[src/rtl/obf_pkg.sv]
// Shared constants for the output-buffer-full interrupt router.
// Assumes exactly two buffers and two request lines.
package obf_pkg;
    localparam int NUM_LINES   = 2;
    localparam int CPU_DW      = 8;
    // configuration bit positions
    localparam int CFG_MERGE   = 0;
    localparam int CFG_CLRSEL  = 1;
    localparam int CFG_CUT     = 4;
    // register addresses
    localparam logic ADDR_CFG  = 1'b0;
    localparam logic ADDR_EN   = 1'b1;
endpackage

[src/rtl/obf_flag_edge.sv]
// Registers the incoming buffer-full flags and flags a falling edge of the
// registered value. Assumes the flags are synchronous to clk.
module obf_flag_edge #(
    parameter int W = 2
) (
    input  logic         clk,
    input  logic         rst_n,
    input  logic [W-1:0] flag_i,
    output logic [W-1:0] flag_q_o,
    output logic [W-1:0] fall_o
);
    logic [W-1:0] flag_q;
    logic [W-1:0] flag_qq;

    // two-stage capture of the flags for edge detection
    always_ff @(posedge clk) begin
        if (!rst_n) begin
            flag_q  <= '0;
            flag_qq <= '0;
        end else begin
            flag_q  <= flag_i;
            flag_qq <= flag_q;
        end
    end

    // falling edge of the registered flag
    always_comb begin
        fall_o   = flag_qq & ~flag_q;
        flag_q_o = flag_q;
    end
endmodule

[src/rtl/obf_cfg_regs.sv]
// Configuration and per-line enable registers with CPU write and readback.
// The sync-cut hardware clear of the enables beats a same-cycle CPU write.
module obf_cfg_regs
    import obf_pkg::*;
#(
    parameter int DW = CPU_DW,
    parameter int NL = NUM_LINES
) (
    input  logic          clk,
    input  logic          rst_n,
    input  logic          wr_en_i,
    input  logic          addr_i,
    input  logic [DW-1:0] wdata_i,
    input  logic          fall_any_i,
    output logic          merge_o,
    output logic          clrsel_o,
    output logic          cut_o,
    output logic [NL-1:0] en_o,
    output logic [DW-1:0] rdata_o
);
    logic          merge_q, clrsel_q, cut_q;
    logic [NL-1:0] en_q;
    logic          auto_clr;

    // hardware clear request for the enables
    always_comb auto_clr = cut_q & fall_any_i;

    // configuration and enable register updates
    always_ff @(posedge clk) begin
        if (!rst_n) begin
            merge_q  <= 1'b0;
            clrsel_q <= 1'b0;
            cut_q    <= 1'b0;
            en_q     <= '0;
        end else begin
            if (wr_en_i && addr_i == ADDR_CFG) begin
                merge_q  <= wdata_i[CFG_MERGE];
                clrsel_q <= wdata_i[CFG_CLRSEL];
                cut_q    <= wdata_i[CFG_CUT];
            end
            if (auto_clr)
                en_q <= '0;
            else if (wr_en_i && addr_i == ADDR_EN)
                en_q <= wdata_i[NL-1:0];
        end
    end

    // readback mux of the addressed register
    always_comb begin
        rdata_o = '0;
        if (addr_i == ADDR_CFG) begin
            rdata_o[CFG_MERGE]  = merge_q;
            rdata_o[CFG_CLRSEL] = clrsel_q;
            rdata_o[CFG_CUT]    = cut_q;
        end else begin
            rdata_o[NL-1:0] = en_q;
        end
        merge_o  = merge_q;
        clrsel_o = clrsel_q;
        cut_o    = cut_q;
        en_o     = en_q;
    end

    // registers come out of reset cleared
    p_reset_clear_r1: assert property (@(posedge clk)
        !rst_n |=> (!merge_q && !clrsel_q && !cut_q && en_q == '0));

    // a detected falling flag under sync-cut empties the enables
    p_sync_cut_r8: assert property (@(posedge clk) disable iff (!rst_n)
        (cut_q && fall_any_i) |=> (en_q == '0));

    // a write to the enables cannot survive a same-cycle hardware clear
    p_cut_beats_write_r9: assert property (@(posedge clk) disable iff (!rst_n)
        (cut_q && fall_any_i && wr_en_i && addr_i == ADDR_EN) |=> (en_q == '0));
endmodule

[src/rtl/obf_req_line.sv]
// One interrupt request line. In level mode it registers its gated source.
// In clear-on-read mode it sets on a source rise and clears on a host read,
// and a rise wins over a read in the same cycle.
module obf_req_line (
    input  logic clk,
    input  logic rst_n,
    input  logic src_raw_i,
    input  logic en_i,
    input  logic clrsel_i,
    input  logic clr_evt_i,
    output logic req_o
);
    logic src, src_q, rise, req_q;

    // gated source and its rising edge
    always_comb begin
        src   = src_raw_i & en_i;
        rise  = src & ~src_q;
        req_o = req_q;
    end

    // request register in level or clear-on-read mode
    always_ff @(posedge clk) begin
        if (!rst_n) begin
            src_q <= 1'b0;
            req_q <= 1'b0;
        end else begin
            src_q <= src;
            if (!clrsel_i)
                req_q <= src;
            else if (rise)
                req_q <= 1'b1;
            else if (clr_evt_i)
                req_q <= 1'b0;
        end
    end

    // a disabled line in level mode does not request
    p_gate_r4: assert property (@(posedge clk) disable iff (!rst_n)
        (!clrsel_i && !en_i) |=> !req_o);

    // a pending request survives until a host read
    p_hold_r5: assert property (@(posedge clk) disable iff (!rst_n)
        (clrsel_i && !clr_evt_i && req_o) |=> req_o);

    // a host read with no new source drops the request
    p_read_clears_r5: assert property (@(posedge clk) disable iff (!rst_n)
        (clrsel_i && clr_evt_i && !src_raw_i) |=> !req_o);

    // a source rise with a simultaneous read still sets the request
    p_rise_wins_r7: assert property (@(posedge clk) disable iff (!rst_n)
        (clrsel_i && clr_evt_i && src && !src_q) |=> req_o);
endmodule

[src/rtl/obf_irq_merge.sv]
// Top of the output-buffer-full interrupt router. Registers the flags,
// picks per-line or merged sources, routes host read strobes to the lines'
// clear inputs and holds the configuration. Assumes all inputs are
// synchronous to clk.
module obf_irq_merge
    import obf_pkg::*;
#(
    parameter int DW = CPU_DW
) (
    input  logic          clk,
    input  logic          rst_n,
    input  logic [1:0]    obf_i,
    input  logic [1:0]    host_rd_i,
    input  logic          cpu_wr_en_i,
    input  logic          cpu_addr_i,
    input  logic [DW-1:0] cpu_wdata_i,
    output logic [DW-1:0] cpu_rdata_o,
    output logic [1:0]    irq_req_o
);
    localparam int NL = NUM_LINES;

    logic [NL-1:0] flag_q, fall, en;
    logic          merge, clrsel, cut, fall_any;
    logic [NL-1:0] src_raw, clr_evt;

    obf_flag_edge #(.W(NL)) u_edge (
        .clk      (clk),
        .rst_n    (rst_n),
        .flag_i   (obf_i),
        .flag_q_o (flag_q),
        .fall_o   (fall)
    );

    // any registered flag falling
    always_comb fall_any = |fall;

    obf_cfg_regs #(.DW(DW), .NL(NL)) u_cfg (
        .clk        (clk),
        .rst_n      (rst_n),
        .wr_en_i    (cpu_wr_en_i),
        .addr_i     (cpu_addr_i),
        .wdata_i    (cpu_wdata_i),
        .fall_any_i (fall_any),
        .merge_o    (merge),
        .clrsel_o   (clrsel),
        .cut_o      (cut),
        .en_o       (en),
        .rdata_o    (cpu_rdata_o)
    );

    for (genvar i = 0; i < NL; i++) begin : g_line
        // merged or per-line source and clear selection
        always_comb begin
            src_raw[i] = merge ? (|flag_q)    : flag_q[i];
            clr_evt[i] = merge ? (|host_rd_i) : host_rd_i[i];
        end

        obf_req_line u_line (
            .clk       (clk),
            .rst_n     (rst_n),
            .src_raw_i (src_raw[i]),
            .en_i      (en[i]),
            .clrsel_i  (clrsel),
            .clr_evt_i (clr_evt[i]),
            .req_o     (irq_req_o[i])
        );
    end

    // merged level mode with both lines enabled gives equal requests
    p_merge_equal_r3: assert property (@(posedge clk) disable iff (!rst_n)
        (merge && !clrsel && en == 2'b11) |=> (irq_req_o[0] == irq_req_o[1]));

    // merged read with no flags pending clears both lines together
    p_merge_read_both_r6: assert property (@(posedge clk) disable iff (!rst_n)
        (merge && clrsel && (|host_rd_i) && flag_q == '0) |=> (irq_req_o == 2'b00));

    // request outputs are low after reset
    p_reset_req_r1: assert property (@(posedge clk)
        !rst_n |=> (irq_req_o == 2'b00));
endmodule

[config.mk]
export PLATFORM = sky130hd
export DESIGN_NAME = obf_irq_merge
export DESIGN_NICKNAME = d
export VERILOG_FILES = /design/src/rtl/obf_pkg.sv /design/src/rtl/obf_flag_edge.sv /design/src/rtl/obf_cfg_regs.sv /design/src/rtl/obf_req_line.sv /design/src/rtl/obf_irq_merge.sv
export SDC_FILE = /design/constraint.sdc
export NUM_CORES = 1
export LEC_CHECK = 0
export BUFFER_PORTS_ARGS = -buffer_cell sky130_fd_sc_hd__buf_2
export CAP_MARGIN = 40
export CORE_AREA = 2 2 39 41
export DETAILED_ROUTE_END_ITERATION = 10
export DIE_AREA = 0 0 41 43
export PLACE_DENSITY = 0.87
export REMOVE_ABC_BUFFERS = 1
export SKIP_LAST_GASP = 1
export SLEW_MARGIN = 0
export SYNTH_ARGS = -nofsm -noshare
export SYNTH_HDL_FRONTEND = slang
export SYNTH_SLANG_ARGS = --single-unit
export TNS_END_PERCENT = 50
[constraint.sdc]
create_clock -name clk -period 2.5 [get_ports clk]
set_clock_uncertainty 0.05 [all_clocks]
set_input_delay 0.25 -clock clk [delete_from_list [all_inputs] [get_ports clk]]
set_output_delay 0.25 -clock clk [all_outputs]
set_load 0.05 [all_outputs]
==> reports/qor.csv, run 1 <==
metric,value,unit
Vias/cell,4.83,
boundary pin count,26,
max cap viols,0,
clk buf depth,2,
core area,1380,um^2
top cell type's share of synthesized area,44.9,%
Setup CP Type,register to primary output,
Hold Crit Class,input pin to register,
number of clock sinks,13,
largest cells by area after synthesis,"dfxtp_1 (45%), buf_4 (10%), mux2i_1 (8.6%), and2_1 (4.3%), mux2_1 (3.9%)",
post-route clock period utilization,58.4,%
fin nets,90,
GP Congestion,0.783,
Die X-Extent,41,um
routed len/inst,10.6,um
synthesis-stage register bit count,13,
worst-path cell chain,mux2_1 -> buf_2,
hold depth,2,
Die Height,43,um
share of cells above drive strength 1,28.8,%
clock slew seen by the registers of the worst setup and hold paths,0.07,ns
count of different cell masters after synthesis,18,
CP arrival,1.16,ns
warnings from Yosys,0,
"count leader, synth",dfxtp_1,
RSZ-0062 raised after global routing,no,
Static Leak,0.314,nW
routed via count,430,
PostCTS Resize Cnt,0,
"Slew Viols, Final",0,
FILL cells,145,
DR iter-0 viols,6,
CP startpoint kind,register,
Post-Synthesis Cells,58,
GRT Total Usage,11.5,%
die area,1760,um^2
ANT nets after route,0,
pwr/cell area,618,nW/um^2
H-tree levels,1,
CTS buffer count,3,
gr ovfl total,0,
# hold bufs at CTS,0,
dominant synthesized flop cell,dfxtp_1,
first-pass GRT wire length,1.35,mm
Area after DPL,629,um^2
root buf cell,clkbuf_4,
number of port buffers,15,
initial antenna violation count,0,
First-pass DRT Iterations,4,
slowest CP cell,dfxtp_1,
mapped cell area,579,um^2
syn_area_per_cell,9.99,um^2
Post-synth EDFFs,0,
Clock Latency Late Sink,0.26,ns
CTS tree,yes,
setup tns final,0,ns
vias in the first global route,364,
"slowest stage delay, CP",0.37,ns
worst-path fanout max,6,
Core Rows,14,
DRC errors left,0,
largest net degree at the start of global routing,14,
required time of the critical path,2.20,ns
leading area contributor after synthesis,dfxtp_1,
"FFs w/ async S/R, synth",0,%
design area,656,um^2
Routed WL,940,um
sequential share of the synthesized area,44.9,%
Critical Path End Type,primary output,
antenna fix cells,0,
run status,"finished, final reports clean",
Peak VDD IR,0.000298,V
Layout area overhead,13.2,%
highest clock rate,685,MHz
minimum clock period,1.46,ns
"Hold Vio Cnt, Final",0,
number of setup buffers added after CTS,0,
final setup fails,0,
Initial Util,41.9,%
DP HPWL,742,um
R2R cell count,3,
Post-synth top cells,"dfxtp_1 (13), buf_4 (8), mux2i_1 (5)",
-- worst paths after layout --
kind	from	endpoint	slack, ns
setup / recovery	u_cfg.merge_o	cpu_rdata_o[0]	1.04
hold / removal	obf_i[0]	u_edge.flag_q_o[0]	0.14
setup reg to reg	u_cfg.merge_o	g_line[1].u_line.req_o	1.60
hold reg to reg	u_cfg.en_o[1]	g_line[1].u_line.src_q	0.43
-- stage by stage --
step                power (mW)  utilization [%]  instances  worst slack, ns  hold WS, ns
floorplan                0.268                -         54             1.39        0.322
global placement         0.285             45.5         85             1.26        0.409
detailed placement       0.287             45.5         85             1.23        0.410
CTS                      0.410             47.4         89             1.03        0.133
global route             0.425             47.4         89             1.01        0.131
finish                   0.405             47.4         89             1.04        0.136
-- cell families (layout without fill, tap and decap cells) --
| family | after synthesis | count (layout) | synth area share (%) |
|---|---|---|---|
| multiplexers | 7 | 7 | 12.5 |
| AND/OR/NAND/NOR | 22 | 22 | 24.2 |
| buffers and inverters | 8 | 19 | 10.4 |
| flip-flops | 13 | 13 | 44.9 |
| AO/OA/AOI/OAI | 7 | 7 | 7.34 |
| other | 1 | 5 | 0.647 |
-- cell type report --
| class | instances | area [um^2] | share of cell area [%] |
|---|---|---|---|
| clock buffers | 4 | 26.3 | 4.01 |
| multi-input cells | 41 | 274 | 41.8 |
| flip-flops and latches | 13 | 260 | 39.7 |
| well taps | 16 | 20.0 | 3.05 |
| repair buffers | 15 | 75.1 | 11.5 |
-- flip-flops by register name, summed over array words and instances (netlist names) --
signal,count
u_edge.flag_qq,2
u_edge.flag_q_o,2
u_cfg.merge_o,1
u_cfg.cut_o,1
u_cfg.clrsel_o,1
g_line.u_line.req_o,2
g_line.u_line.src_q,2
u_cfg.en_o,2
-- power breakdown --
part,leakage (nW),internal (mW),switching [mW]
Combinational,0.193,0.0202,0.0404
Clock,0.0150,0.0617,0.0621
Sequential,0.106,0.215,0.00619
-- critical path: cells and delay by family (launching register included) --
family | cells | cell delay (ns)
buffers and inverters | 1 | 0.21
muxes | 1 | 0.31
DFF | 1 | 0.37
-- cells in the final DEF (no fill, tap or decap) --
cell type	count
and2_1	4
nand2b_1	2
nand4b_1	2
clkbuf_1	1
nand2_1	4
conb_1	5
nor3b_1	2
nand2_2	1
a21o_1	2
nor2_1	2
buf_2	15
and2b_2	1
clkbuf_4	3
nor2b_4	1
nor2b_1	3
mux2i_1	5
a21boi_1	1
dfxtp_1	13
a21oi_1	4
mux2_1	2
-- metal layers --
layer | track usage (%) | wire length [um] | vias up | share of wire, %
met1 | 10.9 | 386 | 200 | 41
met2 | 20.6 | 474 | 18 | 50
met4 | 6.00 | 0 | 0 | 0
met5 | 0 | 0 | - | 0
li1 | - | - | 212 | -
met3 | 3.14 | 79 | 0 | 8.4
(Power assumes the default switching activity.)
==> run 2, diff against run 1 <==
- CORE_AREA: 2 2 39 41 -> unset
- CORE_MARGIN: unset -> 2
- CORE_UTILIZATION: unset -> 39
- DIE_AREA: 0 0 41 43 -> unset
- PLACE_DENSITY: 0.87 -> 0.83
- clock period: 2.5 -> 1.2 ns (I/O delays scaled with it)
==> run 2 against run 1 <==
  * The run now ends with setup timing left
  * Sequential cell count is the same
  * Sequential share of layout area shrank 3.0 points
  * Count of clock-buffer cells in the layout did not move
  * Via count up 3.5%
  * Wire length is 11% higher
  * Final cell count grew 5.6%
  * Power grew 120%
  * Register-to-register slack lost 1.4 ns
==> reports/qor.csv, run 2 (synthesis gave the netlist of run 1 again) <==
metric,value,unit,change
failing checks,setup timing,,
Critical Path End Type,primary output,,
Buf/Inv on CP,1,,unchanged
DRC errors left,0,,unchanged
highest clock rate,830,MHz,
final setup fails,2,,+2
GP Congestion,0.697,,-11%
Pint,637,uW,+110%
most frequent cells in the layout,"buf_2 (12), dfxtp_1 (9), mux2i_1 (5), conb_1 (5)",,
Levels on crit path,2,,unchanged
First-pass DRT Iterations,4,,unchanged
post-route clock period utilization,100,%,
GRT Total Usage,13.2,%,+1.7 points
routed via count,445,,+3.5%
Clock Power Share,30.4,%,about the same
vias in the first global route,449,,+23%
Peak VDD IR,0.000573,V,+93%
CP arrival,1.03,ns,-0.13 ns
Final Worst Setup Slack,-0.00416,ns,-1.04 ns
"slowest stage delay, CP",0.34,ns,-0.03 ns
Initial Util,42.9,%,+1.0 points
die area,1810,um^2,+2.6%
slowest CP cell,dfxtp_4,,
CTS tree,yes,,
Die Height,42.5,um,-1.1%
largest net degree at the start of global routing,14,,unchanged
RSZ-0062 raised after global routing,yes,,
CTS buffer count,3,,unchanged
run status,finished with violations,,
core area,1350,um^2,-2.4%
fin cells,94,,+5.6%
Vias/cell,4.73,,-2.0%
antenna fix cells,0,,unchanged
top cell family by delay on the critical path,flip-flops,,
root buf cell,clkbuf_4,,
Die X-Extent,42.5,um,+3.8%
Clock Latency Late Sink,0.27,ns,about the same
clock slew seen by the registers of the worst setup and hold paths,0.08,ns,about the same
R2R cell count,4,,+1
"most common cell after layout, fill and taps aside",buf_2,,
required time of the critical path,1.03,ns,-1.17 ns
share of cells above drive strength 1,39.2,%,+10 points
CP startpoint kind,register,,
Gate power share,17.7,%,+2.7 points
"Hold Vio Cnt, Final",0,,unchanged
Layout area overhead,27.2,%,
"Slew Viols, Final",0,,unchanged
gr ovfl total,0,,unchanged
Setup CP Type,register to primary output,,
Routed WL,1.04,mm,+11%
worst-path cell chain,mux2_4 -> buf_6,,
Seq pwr share,51.9,%,-2.6 points
Power Total,876,uW,+120%
routed len/inst,11.1,um,+4.8%
DP HPWL,715,um,-3.6%
boundary pin count,26,,unchanged
Sw Ratio,27.3,%,+0.46 points
clk buf depth,2,,unchanged
first-pass GRT wire length,1.77,mm,+31%
Core Rows,13,,-1
minimum clock period,1.20,ns,
Inst Count DP,84,,-1.2%
Hold Crit Class,input pin to register,,
initial antenna violation count,0,,unchanged
number of clock sinks,13,,unchanged
max cap viols,0,,unchanged
fin nets,96,,+6.7%
ANT nets after route,0,,unchanged
worst-path fanout max,2,,-4
H-tree levels,1,,unchanged
P_sw,239,uW,+120%
Static Leak,0.351,nW,+12%
DR iter-0 viols,1,,-5
pwr/cell area,1190,nW/um^2,+92%
hold depth,3,,+1
number of port buffers,15,,unchanged
[run 2: cell types whose count changed in the layout (fill, tap and decap cells not counted), sizes merged]
cell,change
buf,+3
dlygate4sd3,+2
clkbuf,+1
[run 2: area by class of cell]
| cell class | count | area [um^2] |
|---|---|---|
| fillers | 132 | 613 |
| multi-input cells | 41 | 282 |
| flip-flops and latches | 13 | 270 |
| repair buffers | 21 | 140 |
| clock buffers | 4 | 26.3 |
| well taps | 15 | 18.8 |
[run 2: power by group through the flow]
stage | sequential, mW | combinational [mW] | clock (mW)
5_1_grt | 0.457 | 0.166 | 0.293
3_3_place_gp | 0.470 | 0.123 | 0
6_report | 0.454 | 0.155 | 0.267
4_1_cts | 0.454 | 0.154 | 0.273
2_1_floorplan | 0.469 | 0.0896 | 0
3_5_place_dp | 0.470 | 0.126 | 0
[run 2: worst min-delay path: cells and delay by family]
kind          cells  cell delay, ns
buf+inv           1            0.08
mux               1            0.05
simple gates      1            0.09
[run 2: worst paths after layout]
check                               from                      to  slack, ns
setup / recovery          u_cfg.clrsel_o          cpu_rdata_o[1]     -0.004
hold / removal            cpu_wdata_i[4]             u_cfg.cut_o       0.06
setup reg to reg           u_cfg.merge_o  g_line[1].u_line.req_o       0.23
hold reg to reg   g_line[0].u_line.src_q  g_line[0].u_line.req_o       0.44
[run 2: layer usage]
metal | vias up | routed length (um) | GRT usage [%]
met1 | 202 | 448 | 13.4
met3 | 0 | 71 | 3.02
met5 | - | 0 | 0
met2 | 19 | 520 | 23.4
met4 | 0 | 0 | 9.38
li1 | 224 | - | -
[run 2: per-stage QoR]
step / cell area (um^2) / setup slack [ns] / setup TNS (ns) / hold slack (ns) / util (%)
2_1_floorplan: 534 / 0.136 / 0 / 0.192 / -
3_3_place_gp: 628 / 0.193 / 0 / 0.275 / 46.5
3_5_place_dp: 628 / 0.188 / 0 / 0.279 / 46.5
4_1_cts: 734 / -0.00901 / -0.0141 / 0.0587 / 54.4
5_1_grt: 737 / -0.0290 / -0.0574 / 0.0858 / 54.6
6_report: 737 / -0.00416 / -0.00484 / 0.0567 / 54.6
[run 2: timing repair]
action                                  in CTS  in global routing
hold buffers                                 2                  0
resized for setup                           12                  1
endpoints found under the setup margin       2                  3
hold endpoints to repair                     2                  0
buffers inserted                             4                  0
gates cloned                                 0                  0
==> run 3, diff against run 2 <==
- ABC_AREA: unset -> 1
- CORE_UTILIZATION: 39 -> 40
- REMOVE_ABC_BUFFERS: 1 -> unset
- SLEW_MARGIN: 0 -> unset
==> run 3 against run 2 <==
  * The run now ends clean
  * Synthesized cell count increased by 62%
  * Global-route usage increased by 0.73 points
  * Sequential power increased by 2%
  * First-iteration DRC count increased to 5.0 times the previous value
  * Fmax increased by 4.9%
  * Non-clock buffer count decreased by 3
  * Critical path type unchanged
==> reports/qor.csv, run 3 <==
metric,value,unit,change
Crit path top cell by count,nand2_1,,
post-route clock period utilization,95.7,%,-4.7 points
Vias/cell,4.33,,-8.6%
number of setup buffers added after CTS,0,,-4
core area,1470,um^2,+9.0%
DP HPWL,847,um,+18%
root buf cell,clkbuf_4,,
routed len/inst,8.64,um,-22%
Initial Util,41.8,%,-1.2 points
Core Rows,14,,+1
Critical Path End Type,primary output,,
"Slew Viols, Final",0,,unchanged
Die X-Extent,43.2,um,+1.5%
Post-Synthesis Cells,94,,+62%
Clock Latency Late Sink,0.27,ns,about the same
slowest CP cell,dfxtp_1,,
Layout area overhead,18.7,%,
top cell type's share of synthesized area,42.4,%,-2.6 points
Layout Utilization,49.6,%,-5.0 points
largest cells by area after synthesis,"dfxtp_1 (42%), nand2_1 (20%), nor2_1 (9.2%), buf_4 (8.6%), inv_1 (6.7%)",,
CTS buffer count,3,,unchanged
dominant synthesized flop cell,dfxtp_1,,
required time of the critical path,1.03,ns,about the same
most frequent cells in the layout,"nand2_1 (32), nor2_1 (15), dfxtp_1 (12), buf_2 (12), inv_1 (11)",,
Die Height,43.2,um,+1.5%
clk buf depth,2,,unchanged
leading area contributor after synthesis,dfxtp_1,,
initial antenna violation count,0,,unchanged
GRT Total Usage,13.9,%,+0.73 points
"most common cell after layout, fill and taps aside",nand2_1,,
highest clock rate,871,MHz,+4.9%
count of different cell masters after synthesis,12,,-6
fin nets,129,,+34%
clock slew seen by the registers of the worst setup and hold paths,0.08,ns,about the same
Post-synth top cells,"nand2_1 (32), nor2_1 (15), dfxtp_1 (13)",,
"slowest stage delay, CP",0.39,ns,+0.05 ns
"FFs w/ async S/R, synth",0,%,unchanged
"count leader, synth",nand2_1,,
largest net degree at the start of global routing,14,,unchanged
ANT nets after route,0,,unchanged
worst-path cell chain,nand2_1 -> nand2_1 -> buf_4,,
mapped cell area,614,um^2,+6.0%
vias in the first global route,517,,+15%
DR iter-0 viols,5,,+4
synthesis-stage register bit count,13,,unchanged
Inst Count DP,122,,+45%
"Hold Vio Cnt, Final",0,,unchanged
first-pass GRT wire length,1.93,mm,+9.4%
final setup fails,0,,-2
warnings from Yosys,0,,unchanged
run status,"finished, final reports clean",,
Hold Crit Class,input pin to register,,
First-pass DRT Iterations,4,,unchanged
sequential share of the synthesized area,42.4,%,-2.6 points
CP startpoint kind,register,,
boundary pin count,26,,unchanged
H-tree levels,1,,unchanged
fin cells,128,,+36%
RSZ-0062 raised after global routing,yes,,
number of port buffers,15,,unchanged
pwr/cell area,1220,nW/um^2,+2.3%
worst-path fanout max,4,,+2
Setup CP Type,register to primary output,,
Static Leak,0.414,nW,+18%
number of clock sinks,13,,unchanged
DRC errors left,0,,unchanged
die area,1870,um^2,+3.1%
gr ovfl total,0,,unchanged
share of cells above drive strength 1,21.4,%,-18 points
minimum clock period,1.15,ns,-0.0561 ns
Post-synth EDFFs,0,,unchanged
Peak VDD IR,0.000775,V,+35%
GP Congestion,0.807,,+16%
antenna fix cells,0,,unchanged
routed via count,554,,+24%
syn_area_per_cell,6.54,um^2,-35%
max cap viols,0,,unchanged
CP arrival,0.98,ns,-0.05 ns
CTS tree,yes,,
Routed WL,1.11,mm,+6.3%
==> run 3: final cells by class <==
| cell class | count | area (um^2) |
|---|---|---|
| clock buffers | 4 | 26.3 |
| inverters | 14 | 52.6 |
| fillers | 166 | 742 |
| well taps | 16 | 20.0 |
| multi-input cells | 63 | 259 |
| repair buffers | 18 | 110 |
| flip-flops and latches | 13 | 262 |
==> run 3: logic make-up after synthesis <==
family / count (synthesis) / share of synthesized area, %
buffers and inverters: 22 / 17.9
AO/OA/AOI/OAI: 4 / 3.26
flip-flops: 13 / 42.4
AND/OR/NAND/NOR: 54 / 35.8
other: 1 / 0.610
==> run 3: critical path: cells and delay by family, from the launching register on <==
| kind | cells | cell delay (ns) |
|---|---|---|
| buf+inv | 1 | 0.19 |
| flops | 1 | 0.39 |
| simple gates | 2 | 0.12 |
==> run 3: stage by stage <==
stage	setup TNS (ns)	worst slack, ns	area (um^2)	hold slack (ns)	power (mW)
after detailed placement	0	0.217	674	0.262	0.625
after CTS	-0.0131	-0.0131	724	0.0277	0.895
after floorplan	0	0.0239	629	0.168	0.594
after global routing	-0.0424	-0.0241	729	0.0487	0.938
final	0	0.0519	729	0.0337	0.887
after global placement	0	0.223	674	0.252	0.621
==> run 3: path summary, 6_finish.rpt <==
path	slack, ns	from	end	depth (start not counted)
max reg2reg	0.36	u_cfg.clrsel_o	g_line[1].u_line.req_o	5
max	0.05	u_cfg.en_o[1]	cpu_rdata_o[1]	3
min	0.03	cpu_wdata_i[4]	u_cfg.cut_o	3
min reg2reg	0.40	u_edge.flag_q_o[0]	u_edge.flag_qq[0]	2
==> run 3: power by group <==
part	internal [mW]	leakage (nW)	switching, mW
Sequential	0.449	0.107	0.0136
Clock	0.129	0.0150	0.135
Combinational	0.0479	0.292	0.112
==> run 3: per-layer routing <==
layer	track usage (%)	share of wire, %	vias to the layer above
met3	7.66	6.2	0
met2	24.2	47	16
met5	0	0	-
met4	1.82	0	0
li1	-	-	304
met1	15.1	46	234
==> run 3: timing repair <==
action,CTS,global route
endpoints found under the hold margin,2,0
endpoints found under the setup margin,2,3
gates resized for setup,2,3
hold buffers,2,0
